===== config.mk =====
export PLATFORM = sky130hd
export DESIGN_NAME = rx_addr_filter
export DESIGN_NICKNAME = d
export VERILOG_FILES = /design/src/rtl/rx_af_pkg.sv /design/src/rtl/rx_af_capture.sv /design/src/rtl/rx_af_hash.sv /design/src/rtl/rx_af_decide.sv /design/src/rtl/rx_addr_filter.sv
export SDC_FILE = /design/constraint.sdc
export NUM_CORES = 1
export LEC_CHECK = 0
export BUFFER_PORTS_ARGS = -buffer_cell sky130_fd_sc_hd__buf_4
export CAP_MARGIN = 20
export CORE_AREA = 4 4 146 148
export CTS_BUF_LIST = sky130_fd_sc_hd__clkbuf_4
export CTS_CLUSTER_DIAMETER = 150
export CTS_CLUSTER_SIZE = 40
export DETAILED_ROUTE_END_ITERATION = 10
export DIE_AREA = 0 0 150 152
export PLACE_DENSITY_LB_ADDON = 0.15
export RECOVER_POWER = 50
export REMOVE_ABC_BUFFERS = 1
export SLEW_MARGIN = 25
export SYNTH_ARGS = -nofsm -noshare
export SYNTH_HDL_FRONTEND = slang
export SYNTH_SLANG_ARGS = --single-unit

===== constraint.sdc =====
create_clock -name clk -period 6.7 [get_ports clk]
set_clock_uncertainty 0.1 [all_clocks]
set_input_delay 0.335 -clock clk [delete_from_list [all_inputs] [get_ports clk]]
set_output_delay 0.335 -clock clk [all_outputs]
set_load 0.03 [all_outputs]

===== src/rtl/rx_af_pkg.sv =====
// Package for the receive address filter.
// Holds the configuration bundle and the hash CRC step shared by the design.
package rx_af_pkg;

    // Receive configuration enables, gathered at the top.
    typedef struct packed {
        logic promisc;
        logic bcast_en;
        logic mcast_en;
        logic runt_en;
        logic keep_err;
        logic auto_txoff;
    } rx_af_cfg_t;

    localparam logic [31:0] CRC_POLY   = 32'h04C1_1DB7;
    localparam logic [31:0] CRC_PRESET = 32'hFFFF_FFFF;

    // Fold one byte, LSB first, into an MSB-shifting CRC-32 register.
    function automatic logic [31:0] crc_fold(input logic [31:0] c, input logic [7:0] d);
        logic [31:0] r;
        r = c;
        for (int i = 0; i < 8; i++) begin
            if (r[31] ^ d[i]) r = (r << 1) ^ CRC_POLY;
            else              r = r << 1;
        end
        return r;
    endfunction

endpackage


===== src/rtl/rx_af_capture.sv =====
// Destination address capture.
// Counts the bytes after a start-of-frame strobe and keeps the first
// ADDR_BYTES of them, the first byte in the low byte lane.
// Assumes: sof restarts the count; a byte given together with sof is the
// first address byte; later bytes are ignored.
module rx_af_capture #(
    parameter int ADDR_BYTES = 6,
    localparam int AW = ADDR_BYTES * 8,
    localparam int CW = $clog2(ADDR_BYTES + 1)
) (
    input  logic          clk,
    input  logic          rst_n,
    input  logic          sof,
    input  logic          byte_vld,
    input  logic [7:0]    byte_data,
    output logic          take,
    output logic [AW-1:0] dest,
    output logic          addr_done
);
    logic [CW-1:0] cnt_q;
    logic [CW-1:0] slot;

    // Slot the incoming byte belongs to; sof restarts at zero.
    assign slot      = sof ? '0 : cnt_q;
    assign take      = byte_vld && (slot < CW'(ADDR_BYTES));
    assign addr_done = (cnt_q == CW'(ADDR_BYTES));

    // Byte counter, saturating once the address is complete.
    always_ff @(posedge clk) begin
        if (!rst_n)      cnt_q <= '0;
        else if (take)   cnt_q <= slot + CW'(1);
        else if (sof)    cnt_q <= '0;
    end

    // Address register, one byte lane per slot.
    always_ff @(posedge clk) begin
        if (!rst_n)    dest <= '0;
        else if (take) dest[slot*8 +: 8] <= byte_data;
    end

    // the counter never passes the address length.
    a_r9_cnt_bounded: assert property (@(posedge clk) disable iff (!rst_n)
        cnt_q <= CW'(ADDR_BYTES));

endmodule


===== src/rtl/rx_af_hash.sv =====
// Destination hash generator.
// Runs CRC-32 over the bytes accepted by the capture stage and gives the
// top HASH_BITS of the register as the table index.
// Assumes: 'take' is only high for the address bytes of the current frame.
module rx_af_hash #(
    parameter int HASH_BITS = 6
) (
    input  logic                 clk,
    input  logic                 rst_n,
    input  logic                 sof,
    input  logic                 take,
    input  logic [7:0]           byte_data,
    output logic [HASH_BITS-1:0] hash_idx
);
    import rx_af_pkg::*;

    logic [31:0] crc_q;
    logic [31:0] base;

    // A new frame starts from the preset value.
    assign base = sof ? CRC_PRESET : crc_q;

    // CRC register: fold accepted bytes, preset on sof.
    always_ff @(posedge clk) begin
        if (!rst_n)    crc_q <= CRC_PRESET;
        else if (take) crc_q <= crc_fold(base, byte_data);
        else if (sof)  crc_q <= CRC_PRESET;
    end

    assign hash_idx = crc_q[31 -: HASH_BITS];

    // a frame start with no byte leaves the register at its preset.
    a_r4_preset_on_sof: assert property (@(posedge clk) disable iff (!rst_n)
        (sof && !take) |=> (crc_q == CRC_PRESET));

endmodule


===== src/rtl/rx_af_decide.sv =====
// Frame decision stage.
// Combines the captured address, the hash lookup, length and error flags
// with the receive enables at end of frame and holds the result until the
// next frame starts. Also issues the remote transmitter control pulses.
// Assumes: sof and eof never fall in the same cycle.
module rx_af_decide #(
    parameter int ADDR_BYTES = 6,
    parameter int HASH_BITS  = 6,
    parameter int LEN_W      = 16,
    parameter int MIN_LEN    = 64,
    localparam int AW        = ADDR_BYTES * 8,
    localparam int NBINS     = 1 << HASH_BITS,
    localparam logic [HASH_BITS-1:0] BIN_OFF = HASH_BITS'(NBINS - 2),
    localparam logic [HASH_BITS-1:0] BIN_ON  = HASH_BITS'(NBINS - 1)
) (
    input  logic                  clk,
    input  logic                  rst_n,
    input  logic                  sof,
    input  logic                  eof,
    input  logic [LEN_W-1:0]      frame_len,
    input  logic                  crc_err,
    input  logic                  align_err,
    input  rx_af_pkg::rx_af_cfg_t cfg,
    input  logic [AW-1:0]         station,
    input  logic [NBINS-1:0]      table_bits,
    input  logic [AW-1:0]         dest,
    input  logic                  addr_done,
    input  logic [HASH_BITS-1:0]  hash_idx,
    output logic                  dec_valid,
    output logic                  accept,
    output logic                  group_hit,
    output logic                  tx_off,
    output logic                  tx_on
);
    logic [ADDR_BYTES-1:0] lane_eq;
    logic is_group, is_bcast, any_err;
    logic phys_hit, bcast_hit, mcast_hit, len_ok, err_ok, acc_d;
    logic remote_cmd;

    // Per-lane station compare.
    for (genvar b = 0; b < ADDR_BYTES; b++) begin : g_lane
        assign lane_eq[b] = (dest[b*8 +: 8] == station[b*8 +: 8]);
    end

    // Address class and filter outcome.
    always_comb begin
        is_group   = dest[0];
        is_bcast   = &dest;
        any_err    = crc_err | align_err;
        phys_hit   = !is_group && (cfg.promisc || (&lane_eq));
        bcast_hit  = is_bcast && cfg.bcast_en;
        mcast_hit  = is_group && !is_bcast && cfg.mcast_en && table_bits[hash_idx];
        len_ok     = cfg.runt_en || (frame_len >= LEN_W'(MIN_LEN));
        err_ok     = cfg.keep_err || !any_err;
        acc_d      = addr_done && (phys_hit || bcast_hit || mcast_hit) && len_ok && err_ok;
        remote_cmd = cfg.auto_txoff && addr_done && is_group && !is_bcast && !any_err;
    end

    // Decision register: loaded at eof, cleared at sof, otherwise held.
    always_ff @(posedge clk) begin
        if (!rst_n) begin
            dec_valid <= 1'b0;
            accept    <= 1'b0;
            group_hit <= 1'b0;
        end else if (eof) begin
            dec_valid <= 1'b1;
            accept    <= acc_d;
            group_hit <= is_group;
        end else if (sof) begin
            dec_valid <= 1'b0;
            accept    <= 1'b0;
        end
    end

    // Transmitter control pulses, one cycle wide.
    always_ff @(posedge clk) begin
        if (!rst_n) begin
            tx_off <= 1'b0;
            tx_on  <= 1'b0;
        end else begin
            tx_off <= eof && remote_cmd && (hash_idx == BIN_OFF);
            tx_on  <= eof && remote_cmd && (hash_idx == BIN_ON);
        end
    end

    // a decision is present after every end of frame.
    a_r8_valid_after_eof: assert property (@(posedge clk) disable iff (!rst_n)
        eof |=> dec_valid);
    // the decision holds while no frame boundary arrives.
    a_r8_hold: assert property (@(posedge clk) disable iff (!rst_n)
        (dec_valid && !sof && !eof) |=> ($stable(accept) && $stable(group_hit) && dec_valid));
    // accept only appears with a valid decision.
    a_r8_accept_needs_valid: assert property (@(posedge clk) disable iff (!rst_n)
        accept |-> dec_valid);
    // a short frame without runt permission is never kept.
    a_r6_runt_reject: assert property (@(posedge clk) disable iff (!rst_n)
        (eof && !cfg.runt_en && (frame_len < LEN_W'(MIN_LEN))) |=> !accept);
    // an errored frame without keep permission is never kept.
    a_r7_err_reject: assert property (@(posedge clk) disable iff (!rst_n)
        (eof && !cfg.keep_err && (crc_err || align_err)) |=> !accept);
    // the two requests are exclusive, single-cycle and tied to a decision.
    a_r10_exclusive: assert property (@(posedge clk) disable iff (!rst_n)
        $onehot0({tx_off, tx_on}));
    a_r10_with_decision: assert property (@(posedge clk) disable iff (!rst_n)
        (tx_off || tx_on) |-> (dec_valid && $rose(dec_valid)));
    a_r10_disabled: assert property (@(posedge clk) disable iff (!rst_n)
        !cfg.auto_txoff |=> !(tx_off || tx_on));

endmodule


===== src/rtl/rx_addr_filter.sv =====
// Receive address filter, top level.
// Captures the destination address, hashes it and registers an
// accept/reject decision with a group flag at end of frame; bins 62 and 63
// of the hash also drive remote transmitter disable/enable requests.
// Assumes: address bytes come first after sof; eof arrives after the last
// byte of the frame and never with sof.
module rx_addr_filter #(
    parameter int ADDR_BYTES = 6,
    parameter int HASH_BITS  = 6,
    parameter int LEN_W      = 16,
    parameter int MIN_LEN    = 64,
    localparam int AW        = ADDR_BYTES * 8,
    localparam int NBINS     = 1 << HASH_BITS
) (
    input  logic             clk,
    input  logic             rst_n,
    input  logic             sof,
    input  logic             byte_vld,
    input  logic [7:0]       byte_data,
    input  logic             eof,
    input  logic [LEN_W-1:0] frame_len,
    input  logic             crc_err,
    input  logic             align_err,
    input  logic             cfg_promisc,
    input  logic             cfg_bcast_en,
    input  logic             cfg_mcast_en,
    input  logic             cfg_runt_en,
    input  logic             cfg_keep_err,
    input  logic             cfg_auto_txoff,
    input  logic [AW-1:0]    station_addr,
    input  logic [NBINS-1:0] hash_table,
    output logic             dec_valid,
    output logic             accept,
    output logic             group_hit,
    output logic             tx_disable_req,
    output logic             tx_enable_req
);
    import rx_af_pkg::*;

    rx_af_cfg_t           cfg;
    logic                 take;
    logic [AW-1:0]        dest;
    logic                 addr_done;
    logic [HASH_BITS-1:0] hash_idx;

    // Bundle the configuration pins.
    assign cfg = '{promisc: cfg_promisc, bcast_en: cfg_bcast_en,
                   mcast_en: cfg_mcast_en, runt_en: cfg_runt_en,
                   keep_err: cfg_keep_err, auto_txoff: cfg_auto_txoff};

    rx_af_capture #(.ADDR_BYTES(ADDR_BYTES)) u_capture (
        .clk(clk), .rst_n(rst_n), .sof(sof), .byte_vld(byte_vld),
        .byte_data(byte_data), .take(take), .dest(dest), .addr_done(addr_done)
    );

    rx_af_hash #(.HASH_BITS(HASH_BITS)) u_hash (
        .clk(clk), .rst_n(rst_n), .sof(sof), .take(take),
        .byte_data(byte_data), .hash_idx(hash_idx)
    );

    rx_af_decide #(
        .ADDR_BYTES(ADDR_BYTES), .HASH_BITS(HASH_BITS),
        .LEN_W(LEN_W), .MIN_LEN(MIN_LEN)
    ) u_decide (
        .clk(clk), .rst_n(rst_n), .sof(sof), .eof(eof),
        .frame_len(frame_len), .crc_err(crc_err), .align_err(align_err),
        .cfg(cfg), .station(station_addr), .table_bits(hash_table),
        .dest(dest), .addr_done(addr_done), .hash_idx(hash_idx),
        .dec_valid(dec_valid), .accept(accept), .group_hit(group_hit),
        .tx_off(tx_disable_req), .tx_on(tx_enable_req)
    );

    // the first cycle after reset shows no decision and no request.
    a_r11_reset_quiet: assert property (@(posedge clk)
        $rose(rst_n) |-> !(dec_valid || accept || tx_disable_req || tx_enable_req));

endmodule


Yosys cells after proc, flatten, opt, wreduce, memory -nomap -nowiden
Index checks and enable logic that the tools add are counted.

Bitwise logic cells: 17. Shifts and indexed selects: 2. Mux-type cells: 32. $lt $le $gt $ge: 3. Reduce and logical (&&, ||, !) cells: 27. Add/sub/neg operators: 2. Equal/unequal tests: 9.

Operators with widths (number): $mux 32 (16); $mux 27 (8); $not 14->14 (8); $bwmux 48 (1); $eq 8x8->1 (6); $reduce_and 48->1 (1); $shift 8x34->48 const A (1); $shiftx 8x34->48 (1); $neg 6->34 (1); $ge 16x7->1 const B (1); $logic_and 1x1->1 (16); $eq 6x6->1 const B (2); $xor 1x1->1 (8); $lt 6x7->1 const B (1); $bmux 1 s6 (1); $mux 3 (2); $reduce_and 6->1 (1); $logic_or 1x1->1 (5); $mux 1 (4); $add 3x1->3 const B (1); $eq 3x3->1 const B (1); $logic_not 1->1 (3); $lt 3x3->1 const B (1); $reduce_bool 2->1 (1); $or 1x1->1 (1).

Bits in registers: 88. Word-level logic and storage cells: 100.

Longest topological paths before layout
Word-level depth: 32. Gate-level depth with buffers: 10.

Hierarchy
Synthesis repeated with hierarchy kept, for this count alone.

Cells, all modules: 706. Area, all modules: 6122.1 sq um.

Modules (own cells, without submodules): rx_af_hash (seq. area each 640.6 sq um, times used 1, cells each 316, area each 2583.7 sq um); rx_af_capture (seq. area each 1021.0 sq um, times used 1, cells each 218, area each 2087.0 sq um); rx_af_decide (seq. area each 100.1 sq um, times used 1, cells each 172, area each 1451.4 sq um).

Least setup slack after synthesis
Ideal clock, no wire load.

Path type: input to register. From: in sof. To: reg u_capture.dest[0]. Buffers on the path: 1. Slack: 4.376 ns. Arrival time: 2.106 ns. Library setup time: 0.117 ns. Cell stages on the path: 9. Path through: buf_4 -> inv_2 -> nand2_1 -> ha_1 -> ha_1 -> nor4bb_1 -> nand3_1 -> mux2i_1 -> nor2b_1.

Word-level cells in the longest chain between the ends: 4.

RTL lines: from (decl) (line rx_addr_filter.sv:17) `input logic sof,`; $mux 3 *; $neg 6->34 (line rx_af_capture.sv:38) `else if (take) dest[slot*8 +: 8] <= byte_data;`; $shiftx 8x34->48 or $shift 8x34->48 (tied branches) (line rx_af_capture.sv:38); $bwmux 48 (line rx_af_capture.sv:38); to (signal, indexed assignment) (line rx_af_capture.sv:38); to (decl) (line rx_af_capture.sv:17) `output logic [AW-1:0] dest,`.

Mark *: on every way between the ends. The rest lies on a longest branch, timed or not. A chain may end at the register's enable or synchronous reset.

Worst setup path in the final report
From: in sof. To: reg u_capture.dest[29].

Same word-level chain as after synthesis.

==> impl_results.md <==
* FP Rows at 52
* PwrDens at 204 nW/um2
* Worst Setup Start Kind: primary input
* Post-synthesis sequential area ratio at 0.297
* DRC viols at 0
* Final hold vios at 0
* Synthesized area per cell at 9.47 um2
* Place WS at 3.52 ns
* Vias per cell at 4.80
* Die Span X at 150 um
* YS warnings at 0
* Commonest non-fill, non-tap cell in the layout: buf_4
* Slew margin rel. at -0.995
* Number of setup buffers added after CTS at 0
* WL per Instance at 18.1 um
* Ys async rst share at 0
* Leakage at roughly 3.1 nW
* Root Driver: clkbuf_4
* Mapped Cells at 627
* CTS tree: yes
* Nets at 891
* Post-CTS Resized at 0
* Critical-path cell list: clkbuf_1, nor2b_1, nand2_1, and2_0, buf_4, nand4b_1, mux2i_1, nor2b_1
* Setup violators final at 0
* Crit path arrival time at 4.65 ns
* Initial DRC Count at 203
* Met3 wire length at 922 um
* Failing checks: capacitance limit, slew limit
* Antenna Violating Nets Remaining at 0
* Status: complete, but fails checks
* Metal2 WL at 9320 um
* Pins Over Slew Limit at 66
* Post-Layout Cell Count at between 1,000 and 1,500
* Core area at 20,000 um2
* Wl on met1 at 7850 um
* Sink Count at 88
* Drt pass-1 iters at 5
* Grt total ovfl at 0
* Num ports at 154
* Post-CTS Hold Buffers at 0
* Slew @ Worst Pin at 2.99 ns
* Fillers at 2,107
* Total track usage at 0.160
* # H-tree levels at 3
* Min Tclk post-route at 4.36 ns
* Max clock buf depth at 2
* Setup crit end kind: register
* Delay-heaviest family, CP: buffers and inverters
* Initial antenna violation count at 0
* Placed insts at ~1,000
* Top layer in use: met4
* Post-route cell area at 7190 um2
* Diodes inserted at 0
* GPL Wtd Cong at 0.866
* CP peak stage delay at 2.08 ns
* FF+latch count, synth at 88
* Post-synthesis cell area at 5940 um2
* CP Buf/Inv Count at 2
* Crit-path max FO at 65
* Most frequent cells in the layout: buf_4, dfxtp_1, xnor2_1
* Worst-skew pair later-pin latency at 0.48 ns
* Sum Neg Setup Slack at 0 ns
* Ys flop type: dfxtp_1
* CP most frequent cell: nor2b_1
* CP Class: primary input to register
* Detailed placement HPWL at 13,700 um
* RSZ-0062 raised after global routing: false
* Peak VDD IR at around 0.12 mV
* First-pass GRT wire length at 28,500 um
* DIE AREA at around 23,000 um2
* Count of cell types in the netlist at 56
* Drt total wl at 18,400 um
* Largest net degree at the start of global routing at 91
* Starting Density at 0.296
* P&R area growth vs syn at 21.1%
* Max Cap Viol at 1
* Placed Area at 7100 um2
* Worst Path Required at 6.99 ns
* Slowest CP cell: clkbuf_1
* Max Freq at 0.229 GHz
* Period Utilization, post-route at 0.651
* Port Buffers at 147
* Setup WS post-layout at ~2.3 ns
* CTS buffer count at 9
* Vias in the first global route at ~4,900
* Worst-path clk slew at between 0.15 and 0.2 ns
* Hold crit path type: primary input to register
* Die height at between 150 and 200 um
* EDFF count, synth at 0
* DR vias at approximately 5,000
* Share of cells above drive strength 1 at 0.263
## stage by stage
stage / hold WS [ns] / utilization / total power [W]
2_1_floorplan: 0.297 / - / 0.000989
3_3_place_gp: 0.402 / 0.355 / 0.00116
3_5_place_dp: 0.405 / 0.355 / 0.00117
4_1_cts: 0.0167 / 0.362 / 0.00150
5_1_grt: 0.0419 / 0.359 / 0.00157
6_report: 0.0527 / 0.359 / 0.00147
## cell usage after synthesis, types with 2 or more instances
| library cell | instances | area, um2 |
|---|---|---|
| o22a_1 | 2 | 17.5 |
| dfxtp_1 | 88 | 1760 |
| nor2_2 | 2 | 12.5 |
| xnor2_4 | 3 | 82.6 |
| xnor2_2 | 8 | 130 |
| xnor3_2 | 2 | 47.6 |
| o31ai_2 | 2 | 25.0 |
| mux4_2 | 17 | 383 |
| nor2b_1 | 55 | 344 |
| nand2_1 | 30 | 113 |
| nand2b_1 | 2 | 12.5 |
| nor4b_1 | 3 | 26.3 |
| and2_1 | 2 | 12.5 |
| nor2_1 | 52 | 195 |
| a21boi_0 | 2 | 15.0 |
| o211ai_1 | 6 | 45.0 |
| o22ai_1 | 13 | 81.3 |
| nand4_1 | 22 | 138 |
| xnor2_1 | 66 | 578 |
| nor3_1 | 18 | 90.1 |
| buf_2 | 15 | 75.1 |
| xnor3_1 | 2 | 45.0 |
| buf_4 | 5 | 37.5 |
| mux2i_1 | 53 | 531 |
| ha_1 | 3 | 37.5 |
| nand3_1 | 9 | 45.0 |
| inv_1 | 5 | 18.8 |
| o21ai_0 | 23 | 115 |
| clkbuf_1 | 16 | 60.1 |
| xor3_1 | 2 | 47.6 |
| a211oi_1 | 3 | 22.5 |
| buf_1 | 2 | 7.51 |
| xor2_1 | 32 | 280 |
| buf_6 | 9 | 101 |
| a21oi_1 | 17 | 85.1 |
| and3_1 | 3 | 18.8 |
| nand4b_1 | 2 | 17.5 |
| nor4_1 | 13 | 81.3 |
## power breakdown
group | internal, W | total [W] | switching [W]
Combinational | 0.000289 | 0.000534 | 0.000245
Clock | 0.000120 | 0.000322 | 0.000202
Sequential | 0.000563 | 0.000613 | 0.0000505
## area by class of cell
| cell class | count | area (um2) | share of cell area |
|---|---|---|---|
| Clock buffer | 10 | 75.1 | 0.0104 |
| Clock inverter | 6 | 67.6 | 0.00939 |
| Inverter | 6 | 22.5 | 0.00313 |
| Multi-Input combinational cell | 484 | 3820 | 0.532 |
| Sequential cell | 88 | 1760 | 0.245 |
| Tap cell | 270 | 338 | 0.0470 |
| Timing Repair Buffer | 150 | 1100 | 0.153 |
## worst reg2reg max path, stage by stage, from the launching register on
cell and delay, ns:
dfxtp_1 0.88, nor2_1 0.12, xnor2_1 0.72, xnor3_1 0.56, xnor2_2 0.26, xnor2_1 0.18
nor2_1 0.07, a211oi_1 0.19
## sequential cells by signal, indices dropped and copies added, names as in the netlist
signal              flops
u_capture.dest         48
u_decide.accept         1
u_decide.tx_on          1
u_capture.cnt_q         3
u_hash.crc_q           32
u_decide.dec_valid      1
u_decide.tx_off         1
u_decide.group_hit      1
## final timing paths
path,from,slack [ns],to,cells after the start
worst max-delay path,sof,2.34,u_capture.dest[29],8
worst min-delay path,eof,0.05,u_decide.dec_valid,3
worst max register to register,u_hash.crc_q[28],3.53,u_hash.crc_q[12],7
worst min register to register,u_decide.dec_valid,0.43,u_decide.dec_valid,2
## logic make-up (layout without fill, tap and decap cells)
group,after synthesis,in the layout,synth area share
AND/OR/NAND/NOR,219,219,0.197
XOR/XNOR,117,117,0.213
flip-flops,88,88,0.297
AO/OA/AOI/OAI,74,74,0.0773
multiplexers,71,71,0.156
buffers and inverters,55,172,0.0539
adder cells (fa/ha/maj),3,3,0.00632
## per-layer routing
metal,up-vias,track usage
li1,2421,-
met2,118,0.279
met3,18,0.0360
met4,0,0.0370
met5,-,0
met1,2312,0.201
No activity file was read; power rests on OpenSTA's default activity.
